[config.mk]
export PLATFORM = sky130hd
export DESIGN_NAME = spr_unit
export DESIGN_NICKNAME = d
export VERILOG_FILES = /design/src/rtl/spr_pkg.sv /design/src/rtl/spr_decode.sv /design/src/rtl/spr_sys_bank.sv /design/src/rtl/spr_accum.sv /design/src/rtl/spr_irq_regs.sv /design/src/rtl/spr_unit.sv
export SDC_FILE = /design/constraint.sdc
export NUM_CORES = 1
export LEC_CHECK = 0
export CORE_UTILIZATION = 25
export CTS_CLUSTER_SIZE = 28
export DETAILED_ROUTE_END_ITERATION = 16
export PLACE_DENSITY = 0.5
export SYNTH_ARGS = -nofsm -noshare
export SYNTH_HDL_FRONTEND = slang
export SYNTH_HIERARCHICAL = 1
export SYNTH_SLANG_ARGS = --single-unit
[constraint.sdc]
create_clock -name clk -period 9 [get_ports clk]
set_clock_uncertainty 0.2 [all_clocks]
set_input_delay 0.9 -clock clk [delete_from_list [all_inputs] [get_ports clk]]
set_output_delay 0.9 -clock clk [all_outputs]
set_load 0.01 [all_outputs]
[src/rtl/spr_pkg.sv]
// Shared definitions for the special-purpose register unit.
// Assumes a 16-bit address: 5-bit group above an 11-bit index.
package spr_pkg;
    localparam int GRP_W = 5;
    localparam int IDX_W = 11;
    localparam int AW    = GRP_W + IDX_W;
    localparam int DW    = 32;

    typedef enum logic [3:0] {
        SEL_NONE, SEL_VER, SEL_CFG, SEL_VEC, SEL_SR, SEL_EPC, SEL_EEA,
        SEL_ESR, SEL_COREID, SEL_NCORES, SEL_MACLO, SEL_MACHI, SEL_PMR,
        SEL_PICMR, SEL_PICSR
    } spr_sel_e;

    function automatic logic [AW-1:0] spr_make_addr(logic [GRP_W-1:0] g,
                                                    logic [IDX_W-1:0] i);
        return {g, i};
    endfunction

    localparam logic [AW-1:0] A_VER    = spr_make_addr(5'd0, 11'd0);
    localparam logic [AW-1:0] A_CFG    = spr_make_addr(5'd0, 11'd2);
    localparam logic [AW-1:0] A_VEC    = spr_make_addr(5'd0, 11'd11);
    localparam logic [AW-1:0] A_SR     = spr_make_addr(5'd0, 11'd17);
    localparam logic [AW-1:0] A_EPC    = spr_make_addr(5'd0, 11'd32);
    localparam logic [AW-1:0] A_EEA    = spr_make_addr(5'd0, 11'd48);
    localparam logic [AW-1:0] A_ESR    = spr_make_addr(5'd0, 11'd64);
    localparam logic [AW-1:0] A_COREID = spr_make_addr(5'd0, 11'd128);
    localparam logic [AW-1:0] A_NCORES = spr_make_addr(5'd0, 11'd129);
    localparam logic [AW-1:0] A_MACLO  = spr_make_addr(5'd5, 11'd1);
    localparam logic [AW-1:0] A_MACHI  = spr_make_addr(5'd5, 11'd2);
    localparam logic [AW-1:0] A_PMR    = spr_make_addr(5'd8, 11'd0);
    localparam logic [AW-1:0] A_PICMR  = spr_make_addr(5'd9, 11'd0);
    localparam logic [AW-1:0] A_PICSR  = spr_make_addr(5'd9, 11'd2);

    // Status bits whose change invalidates address translation.
    localparam logic [DW-1:0] SR_XLATE_MASK = 32'h0000_0061;
    // Power-register bits that request a halt (doze, sleep).
    localparam logic [DW-1:0] PM_HALT_MASK  = 32'h0000_0030;
    localparam logic [2:0]    PC_STEP       = 3'd4;

    // Plain read/write registers, kept together in one bank.
    localparam int N_PLAIN = 5;
    localparam int P_VER = 0, P_VEC = 1, P_EPC = 2, P_EEA = 3, P_ESR = 4;

    function automatic spr_sel_e plain_sel(int k);
        case (k)
            P_VER:   return SEL_VER;
            P_VEC:   return SEL_VEC;
            P_EPC:   return SEL_EPC;
            P_EEA:   return SEL_EEA;
            default: return SEL_ESR;
        endcase
    endfunction
endpackage

[src/rtl/spr_decode.sv]
// Address decoder: maps a full group/index address to a register select.
// Assumes exact matching; any other address selects SEL_NONE.
module spr_decode
    import spr_pkg::*;
(
    input  logic [AW-1:0] addr_i,
    output spr_sel_e      sel_o
);
    // Full-address compare against every implemented register.
    always_comb begin
        sel_o = SEL_NONE;
        case (addr_i)
            A_VER:    sel_o = SEL_VER;
            A_CFG:    sel_o = SEL_CFG;
            A_VEC:    sel_o = SEL_VEC;
            A_SR:     sel_o = SEL_SR;
            A_EPC:    sel_o = SEL_EPC;
            A_EEA:    sel_o = SEL_EEA;
            A_ESR:    sel_o = SEL_ESR;
            A_COREID: sel_o = SEL_COREID;
            A_NCORES: sel_o = SEL_NCORES;
            A_MACLO:  sel_o = SEL_MACLO;
            A_MACHI:  sel_o = SEL_MACHI;
            A_PMR:    sel_o = SEL_PMR;
            A_PICMR:  sel_o = SEL_PICMR;
            A_PICSR:  sel_o = SEL_PICSR;
            default:  sel_o = SEL_NONE;
        endcase
    end
endmodule

[src/rtl/spr_sys_bank.sv]
// System register bank: plain registers, the status register with its
// translation-flush pulse, and the power register with its halt request.
// Assumes a write is qualified by wr_en_i together with the decoded select.
module spr_sys_bank
    import spr_pkg::*;
#(
    parameter logic [DW-1:0] VERSION_RESET = 32'h0000_0000
) (
    input  logic                        clk,
    input  logic                        rst_n,
    input  logic                        wr_en_i,
    input  spr_sel_e                    sel_i,
    input  logic [DW-1:0]               wdata_i,
    output logic [N_PLAIN-1:0][DW-1:0]  plain_o,
    output logic [DW-1:0]               sr_o,
    output logic [DW-1:0]               pm_o,
    output logic                        flush_o,
    output logic                        halt_o,
    output logic [2:0]                  pc_adv_o
);
    logic wr_sr, wr_pm;
    assign wr_sr = wr_en_i && (sel_i == SEL_SR);
    assign wr_pm = wr_en_i && (sel_i == SEL_PMR);

    // One generated register per plain read/write entry.
    for (genvar k = 0; k < N_PLAIN; k++) begin : g_plain
        localparam logic [DW-1:0] RST_V = (k == P_VER) ? VERSION_RESET : '0;
        // Capture write data when this entry is selected.
        always_ff @(posedge clk) begin
            if (!rst_n)
                plain_o[k] <= RST_V;
            else if (wr_en_i && sel_i == plain_sel(k))
                plain_o[k] <= wdata_i;
        end
    end

    // Status register and flush pulse on a translation-relevant change.
    always_ff @(posedge clk) begin
        if (!rst_n) begin
            sr_o    <= '0;
            flush_o <= 1'b0;
        end else begin
            flush_o <= wr_sr && (|((sr_o ^ wdata_i) & SR_XLATE_MASK));
            if (wr_sr)
                sr_o <= wdata_i;
        end
    end

    // Power register and halt request on a doze or sleep write.
    always_ff @(posedge clk) begin
        if (!rst_n) begin
            pm_o   <= '0;
            halt_o <= 1'b0;
        end else begin
            halt_o <= wr_pm && (|(wdata_i & PM_HALT_MASK));
            if (wr_pm)
                pm_o <= wdata_i;
        end
    end

    // PC step reported alongside a halt.
    assign pc_adv_o = halt_o ? PC_STEP : 3'd0;


    flush_src_chk: assert property (@(posedge clk) disable iff (!rst_n)
        flush_o |-> $past(wr_sr));

    halt_src_chk: assert property (@(posedge clk) disable iff (!rst_n)
        halt_o |-> (|(pm_o & PM_HALT_MASK)));
endmodule

[src/rtl/spr_accum.sv]
// 64-bit multiply-accumulate register written one 32-bit half at a time.
// Assumes at most one half is selected in a cycle.
module spr_accum
    import spr_pkg::*;
(
    input  logic              clk,
    input  logic              rst_n,
    input  logic              wr_lo_i,
    input  logic              wr_hi_i,
    input  logic [DW-1:0]     wdata_i,
    output logic [2*DW-1:0]   acc_o
);
    // Deposit the written half, keep the other.
    always_ff @(posedge clk) begin
        if (!rst_n)
            acc_o <= '0;
        else if (wr_lo_i)
            acc_o[DW-1:0] <= wdata_i;
        else if (wr_hi_i)
            acc_o[2*DW-1:DW] <= wdata_i;
    end


    lo_keeps_hi_chk: assert property (@(posedge clk) disable iff (!rst_n)
        $past(wr_lo_i) |-> acc_o[2*DW-1:DW] == $past(acc_o[2*DW-1:DW]));

    hi_keeps_lo_chk: assert property (@(posedge clk) disable iff (!rst_n)
        $past(wr_hi_i) |-> acc_o[DW-1:0] == $past(acc_o[DW-1:0]));
endmodule

[src/rtl/spr_irq_regs.sv]
// Interrupt mask (OR-set on write) and pending status (write-1-to-clear,
// set by interrupt sources, set dominates a same-cycle clear).
module spr_irq_regs #(
    parameter int IRQ_W = 32
) (
    input  logic             clk,
    input  logic             rst_n,
    input  logic             wr_mask_i,
    input  logic             wr_stat_i,
    input  logic [IRQ_W-1:0] wdata_i,
    input  logic [IRQ_W-1:0] irq_i,
    output logic [IRQ_W-1:0] mask_o,
    output logic [IRQ_W-1:0] stat_o
);
    // Mask only accumulates bits.
    always_ff @(posedge clk) begin
        if (!rst_n)
            mask_o <= '0;
        else if (wr_mask_i)
            mask_o <= mask_o | wdata_i;
    end

    // Status: clear written ones, then apply sources.
    always_ff @(posedge clk) begin
        if (!rst_n)
            stat_o <= '0;
        else
            stat_o <= (stat_o & ~(wr_stat_i ? wdata_i : '0)) | irq_i;
    end


    mask_no_clear_chk: assert property (@(posedge clk) disable iff (!rst_n)
        $past(rst_n) |-> (mask_o & $past(mask_o)) == $past(mask_o));

    stat_set_src_chk: assert property (@(posedge clk) disable iff (!rst_n)
        $past(rst_n) |-> (stat_o & ~$past(stat_o) & ~$past(irq_i)) == '0);

    stat_set_wins_chk: assert property (@(posedge clk) disable iff (!rst_n)
        $past(rst_n) |-> (stat_o & $past(irq_i)) == $past(irq_i));
endmodule

[src/rtl/spr_unit.sv]
// Special-purpose register access unit: decodes move-to/move-from
// operations, applies per-register write rules and answers reads one
// cycle later, passing the old destination value for unmapped addresses.
module spr_unit
    import spr_pkg::*;
#(
    parameter int              IRQ_W         = 32,
    parameter logic [DW-1:0]   VERSION_RESET = 32'h0001_0000,
    parameter logic [DW-1:0]   CFG_RESET     = 32'h0000_0000
) (
    input  logic             clk,
    input  logic             rst_n,
    input  logic             wr_req,
    input  logic             rd_req,
    input  logic [15:0]      addr,
    input  logic [31:0]      wdata,
    input  logic [31:0]      dest_prev,
    input  logic [IRQ_W-1:0] irq_in,
    input  logic [31:0]      core_id_i,
    input  logic [31:0]      core_cnt_i,
    output logic             rvalid,
    output logic [31:0]      rdata,
    output logic             flush_xlate,
    output logic             halt_req,
    output logic [2:0]       pc_advance
);
    spr_sel_e                   sel;
    logic [N_PLAIN-1:0][DW-1:0] plain;
    logic [DW-1:0]              sr_q, pm_q, rmux;
    logic [2*DW-1:0]            acc;
    logic [IRQ_W-1:0]           mask_q, stat_q;

    spr_decode u_dec (.addr_i(addr), .sel_o(sel));

    spr_sys_bank #(.VERSION_RESET(VERSION_RESET)) u_sys (
        .clk(clk), .rst_n(rst_n), .wr_en_i(wr_req), .sel_i(sel),
        .wdata_i(wdata), .plain_o(plain), .sr_o(sr_q), .pm_o(pm_q),
        .flush_o(flush_xlate), .halt_o(halt_req), .pc_adv_o(pc_advance)
    );

    spr_accum u_acc (
        .clk(clk), .rst_n(rst_n),
        .wr_lo_i(wr_req && sel == SEL_MACLO),
        .wr_hi_i(wr_req && sel == SEL_MACHI),
        .wdata_i(wdata), .acc_o(acc)
    );

    spr_irq_regs #(.IRQ_W(IRQ_W)) u_irq (
        .clk(clk), .rst_n(rst_n),
        .wr_mask_i(wr_req && sel == SEL_PICMR),
        .wr_stat_i(wr_req && sel == SEL_PICSR),
        .wdata_i(wdata[IRQ_W-1:0]), .irq_i(irq_in),
        .mask_o(mask_q), .stat_o(stat_q)
    );

    // Select the read value; unmapped addresses echo the old destination.
    always_comb begin
        case (sel)
            SEL_VER:    rmux = plain[P_VER];
            SEL_CFG:    rmux = CFG_RESET;
            SEL_VEC:    rmux = plain[P_VEC];
            SEL_SR:     rmux = sr_q;
            SEL_EPC:    rmux = plain[P_EPC];
            SEL_EEA:    rmux = plain[P_EEA];
            SEL_ESR:    rmux = plain[P_ESR];
            SEL_COREID: rmux = core_id_i;
            SEL_NCORES: rmux = core_cnt_i;
            SEL_MACLO:  rmux = acc[DW-1:0];
            SEL_MACHI:  rmux = acc[2*DW-1:DW];
            SEL_PMR:    rmux = pm_q;
            SEL_PICMR:  rmux = DW'(mask_q);
            SEL_PICSR:  rmux = DW'(stat_q);
            default:    rmux = dest_prev;
        endcase
    end

    // Register the read response for the following cycle.
    always_ff @(posedge clk) begin
        if (!rst_n) begin
            rvalid <= 1'b0;
            rdata  <= '0;
        end else begin
            rvalid <= rd_req;
            if (rd_req)
                rdata <= rmux;
        end
    end


    rsp_timing_chk: assert property (@(posedge clk) disable iff (!rst_n)
        rvalid |-> $past(rd_req));

    rdata_hold_chk: assert property (@(posedge clk) disable iff (!rst_n)
        ($past(rst_n) && !$past(rd_req)) |-> $stable(rdata));

    unmapped_echo_chk: assert property (@(posedge clk) disable iff (!rst_n)
        (rvalid && $past(sel) == SEL_NONE) |-> rdata == $past(dest_prev));
endmodule

==> impl_metrics.toml, run 1 <==
[drt]
via_per_inst = 5.07
route.detailed.drc = 0
route.antenna.remaining_nets = 0
dr.first_iter.drc_count = 1447
first_pass_iters = 7
via_count = 15600
wirelength_um = 71800
wl_per_cell_um = 23.3

[synthesis]
yosys-top-cells-count = "dfxtp_1 (387), nand2_1 (374), mux2i_1 (366)"
synth-edff-count = 0
synth-async-reset-ratio_pct = 0
yosys.area.top_type = "dfxtp_1"
syn_area_per_cell_um2 = 9.41
synthDistinctLibCells = 72
synth-seq-area-share_pct = 42.1
yosys-top-cells-area = "dfxtp_1 (42%), mux2i_1 (20%), nand2_1 (7.6%)"
syn_inst = 1954
syn-cell-area_mm2 = 0.0184
synth_top_area_share_pct = 42.1
yosysWarnings = 6
synth_most_common_cell = "dfxtp_1"
synth-seq-cells = 387
ys.flop_type = "dfxtp_1"

[sta]
min_period_ps = 5430
setup_slack_ps = 3570
fmax_mhz = 184
final-hold-violation-count = 0
fin_crit_sh_pct = 60.3
rsz0062_at_grt = "false"
worst_pin_slew_ps = 1240
setup_tns_ps = 0
slew_headroom_pct = 17.1
finalSetupViolations = 0
drv_slew = 0

[layout]
fin_util_pct = 30.9
drive_above_1_share_pct = 9.34
finalNonFillerCells = 3078
num_antenna_cells = 0
nets = 2269
nFillCells = 7548
syn2layout_area_growth_pct = 22.3

[power]
p_sw_mw = 0.901
sw_frac_of_total_pct = 24.1
comb_power_share_pct = 7.0
ir_worst_vdd_mv = 0.117
p_leak_nw = 7.43
cellPowerDensity_mw_per_mm2 = 167
seqPwrFrac_pct = 46.9
intPower_mw = 2.84
clkPwrFrac_pct = 46.1

[clock_tree]
clockBufferDepth = 3
cts_hold_buf = 0
ctsResizeCount = 0
clock_sinks = 387
cts.clk_slew.worst_paths_ps = 60
root_buffer = "clkbuf_16"
post_cts_buffers = 0
htree_levels = 2
cts_made_buffers = 42
cts_tree = "yes"
worstSkewPairLatency_ps = 580

[place]
dp.cells = 3004
hpwl_um = 47500
place_ws_ps = 2990
portBuffers = 215
gp_congestion = 0.880

[die]
rows = 99
num_io_pins = 218
dieArea_mm2 = 0.0746
start_util_pct = 25.2
die_x_um = 273
die_h_um = 273
coreArea_mm2 = 0.0728

[critical_path]
r2r_start = "u_irq/mask_o[22]"
reg2reg_slack_ps = 6920
required_ps = 9310
crit_path_end_kind = "flop"
crit_arrival_ps = 5740
critPathLaunchType = "input port"
crit_start = "addr[13]"
crit_end = "u_acc/acc_o[61]"
timing.rr.end = "rdata[22]"
r2r_cells = 5
worstPathMaxFanout = 71
critPathKind = "input port to flop"

[grt]
grt_max_degree = 147
grt_pass1_vias = 15400
track_usage_pct = 18.6
antenna_found_initial = 2
grt_pass1_wl_um = 104000
grt_overflow = 0

[outcome]
status = "finished clean"

[worst_hold_path]
min_path_type = "flop to flop"

[job]
cap_violations = 0
==> metrics by stage <==
stage                     instance area [um^2]  total power [mW]  hold slack [ps]
after CTS                                22500              3.77              256
after global placement                   21100              2.05              238
after floorplan                          18400              1.88              230
after detailed placement                 21100              2.05              245
final                                    22500              3.75              255
after global routing                     22500              3.86              268
==> layer usage <==
metal  vias up  share of wire [%]  global-route usage [%]
met2       564                 46                    30.1
li1       7196                  -                       -
met3       112                5.7                    2.48
met4         2                2.9                    5.90
met5         -              0.024                       0
met1      7738                 45                    25.4
==> worst max-delay path, stage by stage <==
cell             delay (ps)
clkdlybuf4s50_1         480
nor4_2                  350
nand3b_1                220
or4b_1                  590
nand4b_1                190
buf_12                  420
and2_1                  820
and3_1                  250
nor2b_4                 790
buf_4                   410
mux2i_1                 230
==> layout by cell type (no fill, tap or decap), types with 6 or more instances in the layout <==
cell             count
a21oi_1             61
a211oi_1            21
clkbuf_8             8
nor2_1              60
nand3_1              7
nor2b_1             78
a2111oi_0            8
o221ai_1            21
nor3_1              14
a221oi_1            12
buf_4               31
clkdlybuf4s50_1    214
clkbuf_1            13
o21ai_2             28
o22ai_1             37
dfxtp_1            387
a31oi_2             28
a22o_1              20
inv_1               37
nand2_1            373
mux4_2               6
o32ai_1              6
nor4_1              12
mux2i_1            366
a22oi_1             45
a31oi_1             19
o21ai_0             36
a21o_1               6
clkbuf_16           42
nand2b_1            17
==> logic make-up after synthesis <==
| group | synth area share [%] |
|---|---|
| xor+xnor | 0.238 |
| other cells | 0.0204 |
| flops | 42.1 |
| simple gates | 15.2 |
| compound gates | 15.4 |
| mux | 21.0 |
| buf+inv | 6.04 |
==> registers in the layout (all words and copies together) (netlist names) <==
name,flops
rvalid,1
u_sys/sr_o,32
u_irq/stat_o,32
u_sys/pm_o,32
u_sys/flush_o,1
u_acc/acc_o,64
rdata,32
u_sys/plain_o,160
u_irq/mask_o,32
u_sys/halt_o,1
==> power groups by stage <==
stage | Sequential, mW | Combinational [mW] | Clock, mW
5_1_grt | 1.75 | 0.279 | 1.82
6_report | 1.75 | 0.264 | 1.73
3_3_place_gp | 1.79 | 0.260 | 0
2_1_floorplan | 1.79 | 0.0988 | 0
4_1_cts | 1.75 | 0.263 | 1.76
3_5_place_dp | 1.79 | 0.262 | 0
==> area by class of cell <==
class	count	area, um^2	area share [%]
clock buffers	63	1210	5.38
clock inverters	11	126	0.562
inverters	38	143	0.634
multi-input cells	1372	9630	42.8
flip-flops and latches	387	7750	34.5
well taps	959	1200	5.34
repair buffers	248	2430	10.8
==> worst min-delay path by stage <==
stage	cells past startpoint	slack [ps]	start	endpoint
final	2	260	u_sys/plain_o[88]	u_sys/plain_o[88]
after global routing	2	270	u_sys/plain_o[4]	u_sys/plain_o[4]
after CTS	2	260	u_sys/plain_o[106]	u_sys/plain_o[106]
after detailed placement	2	250	u_sys/plain_o[114]	u_sys/plain_o[114]
after global placement	2	240	u_sys/plain_o[2]	u_sys/plain_o[2]
after floorplan	2	230	u_sys/plain_o[2]	u_sys/plain_o[2]
Note: power is estimated with default switching activity, not from simulation.
==> run 2, diff against run 1 <==
--- a/config.mk
+++ b/config.mk
@@ -8,7 +8,7 @@
 export CORE_UTILIZATION = 25
 export CTS_CLUSTER_SIZE = 28
 export DETAILED_ROUTE_END_ITERATION = 16
-export PLACE_DENSITY = 0.5
+export PLACE_DENSITY = 0.51
 export SYNTH_ARGS = -nofsm -noshare
 export SYNTH_HDL_FRONTEND = slang
 export SYNTH_HIERARCHICAL = 1
==> constraint.sdc (replaced) <==
create_clock -name clk -period 4.6 [get_ports clk]
set_clock_uncertainty 0.2 [all_clocks]
set_input_delay 0.46 -clock clk [delete_from_list [all_inputs] [get_ports clk]]
set_output_delay 0.46 -clock clk [all_outputs]
set_load 0.01 [all_outputs]
==> impl_metrics.toml, run 2 (synthesis results as in run 1) <==
[layout]
max_flop_register = "u_sys/plain_o"
nets = 2321
syn2layout_area_growth_pct = 26.3
nFillCells = 7439
final_common_cell = "dfxtp_1"
drive_above_1_share_pct = 11.6
postLayoutCellArea_mm2 = 0.0232
fin_util_pct = 31.9
top_regs = "u_sys/plain_o (160), u_acc/acc_o (64)"
num_antenna_cells = 0
mostFrequentLayoutCells = "dfxtp_1 (387), nand2_1 (374), mux2i_1 (366)"
largest_reg_flops = 160

[sta]
rsz0062_at_grt = "false"
setup_tns_ps = 0
finalSetupViolations = 0
min_period_ps = 4260
fin_crit_sh_pct = 92.6
slew_headroom_pct = 3.86
final-hold-violation-count = 0
fmax_mhz = 235
worst_pin_slew_ps = 1440
drv_slew = 0

[grt]
grt_pass1_vias = 15400
track_usage_pct = 18.6
grt_max_degree = 157
grt_pass1_wl_um = 105000
antenna_found_initial = 3
grt_overflow = 0

[die]
dieArea_mm2 = 0.0746
start_util_pct = 25.2
num_io_pins = 218
rows = 99
die_h_um = 273
coreArea_mm2 = 0.0728
die_x_um = 273

[clock_tree]
root_buffer = "clkbuf_16"
clockBufferDepth = 3
cts_made_buffers = 42
ctsResizeCount = 0
cts.clk_slew.worst_paths_ps = 60
clock_sinks = 387
cts_hold_buf = 0
post_cts_buffers = 0
cts_tree = "yes"
htree_levels = 2
worstSkewPairLatency_ps = 560

[critical_path]
worstPathMaxFanout = 34
slowest_delay_ps = 830
crit_arrival_ps = 4460
slowest_stage = "a2111oi_0"
path_buf_inv = 4
crit_family = "simple AND/OR/NAND/NOR gates"
required_ps = 4800
crit_path_end_kind = "flop"
critPathKind = "input port to flop"
path_cells = "clkdlybuf4s50_1, nor4_2, nand3b_1, buf_4, or4b_1, nand4b_1, buf_12, buf_12, nor2_1, a32o_1, a2111oi_0, o21ai_0"
critPathLaunchType = "input port"
cpMostUsedCell = "buf_12"

[drt]
first_pass_iters = 7
route.detailed.drc = 0
dr.first_iter.drc_count = 1401
wl_per_cell_um = 23.0
wirelength_um = 71800
via_per_inst = 5.06
via_count = 15800
route.antenna.remaining_nets = 0

[place]
portBuffers = 215
gp_congestion = 0.890
placed_cell_area_mm2 = 0.0217
hpwl_um = 50600

[power]
p_leak_nw = 7.83
cellPowerDensity_mw_per_mm2 = 328
ir_worst_vdd_mv = 0.216

[outcome]
status = "finished clean"

[worst_hold_path]
min_path_type = "input port to flop"

[job]
cap_violations = 0
==> run 2: path summary, 6_finish.rpt <==
kind | cells past startpoint | startpoint | endpoint | slack [ps]
setup / recovery | 12 | addr[13] | rdata[7] | 340
hold / removal | 3 | rst_n | rdata[13] | 180
setup reg to reg | 5 | u_irq/mask_o[22] | rdata[22] | 2560
hold reg to reg | 2 | u_sys/plain_o[17] | u_sys/plain_o[17] | 260
==> run 2: cell type report <==
class                      instances  area (um^2)  share of cell area (%)
inverter                          38          143                   0.615
multi-input combinational       1372         9620                    41.4
timing repair buffer             300         3020                    13.0
clock buffer                      60         1280                    5.53
clock inverter                    13          198                   0.852
sequential                       387         7750                    33.4
tap                              959         1200                    5.17
==> run 2: report_power, final <==
group	internal, mW	total (mW)	switching, mW
sequential	3.39	3.44	0.0457
combinational	0.245	0.521	0.277
clock	2.21	3.65	1.43
==> run 2: per-stage QoR <==
stage | hold WS (ps) | total power [mW] | instances | setup slack (ps)
after floorplan | 230 | 3.69 | 1955 | 1210
after global placement | 237 | 4.03 | 3055 | -56.4
after detailed placement | 244 | 4.03 | 3055 | -151
after CTS | 154 | 7.67 | 3128 | 428
after global routing | 191 | 7.82 | 3129 | 147
final | 180 | 7.60 | 3129 | 340
==> run 2: metal layers <==
layer  GRT usage [%]  share of wire (%)  wire length, um  vias up
met3            2.07                5.3             3810      122
met4            6.26                3.3             2360        4
met1            26.2                 47            33500     7822
met5               0              0.043               31        -
met2            29.3                 45            32100      562
li1                -                  -                -     7313
==> run 2: tightest hold or removal path, cell delays in order <==
cell and delay [ps]:
buf_8 200, o221ai_1 140, a31oi_1 50
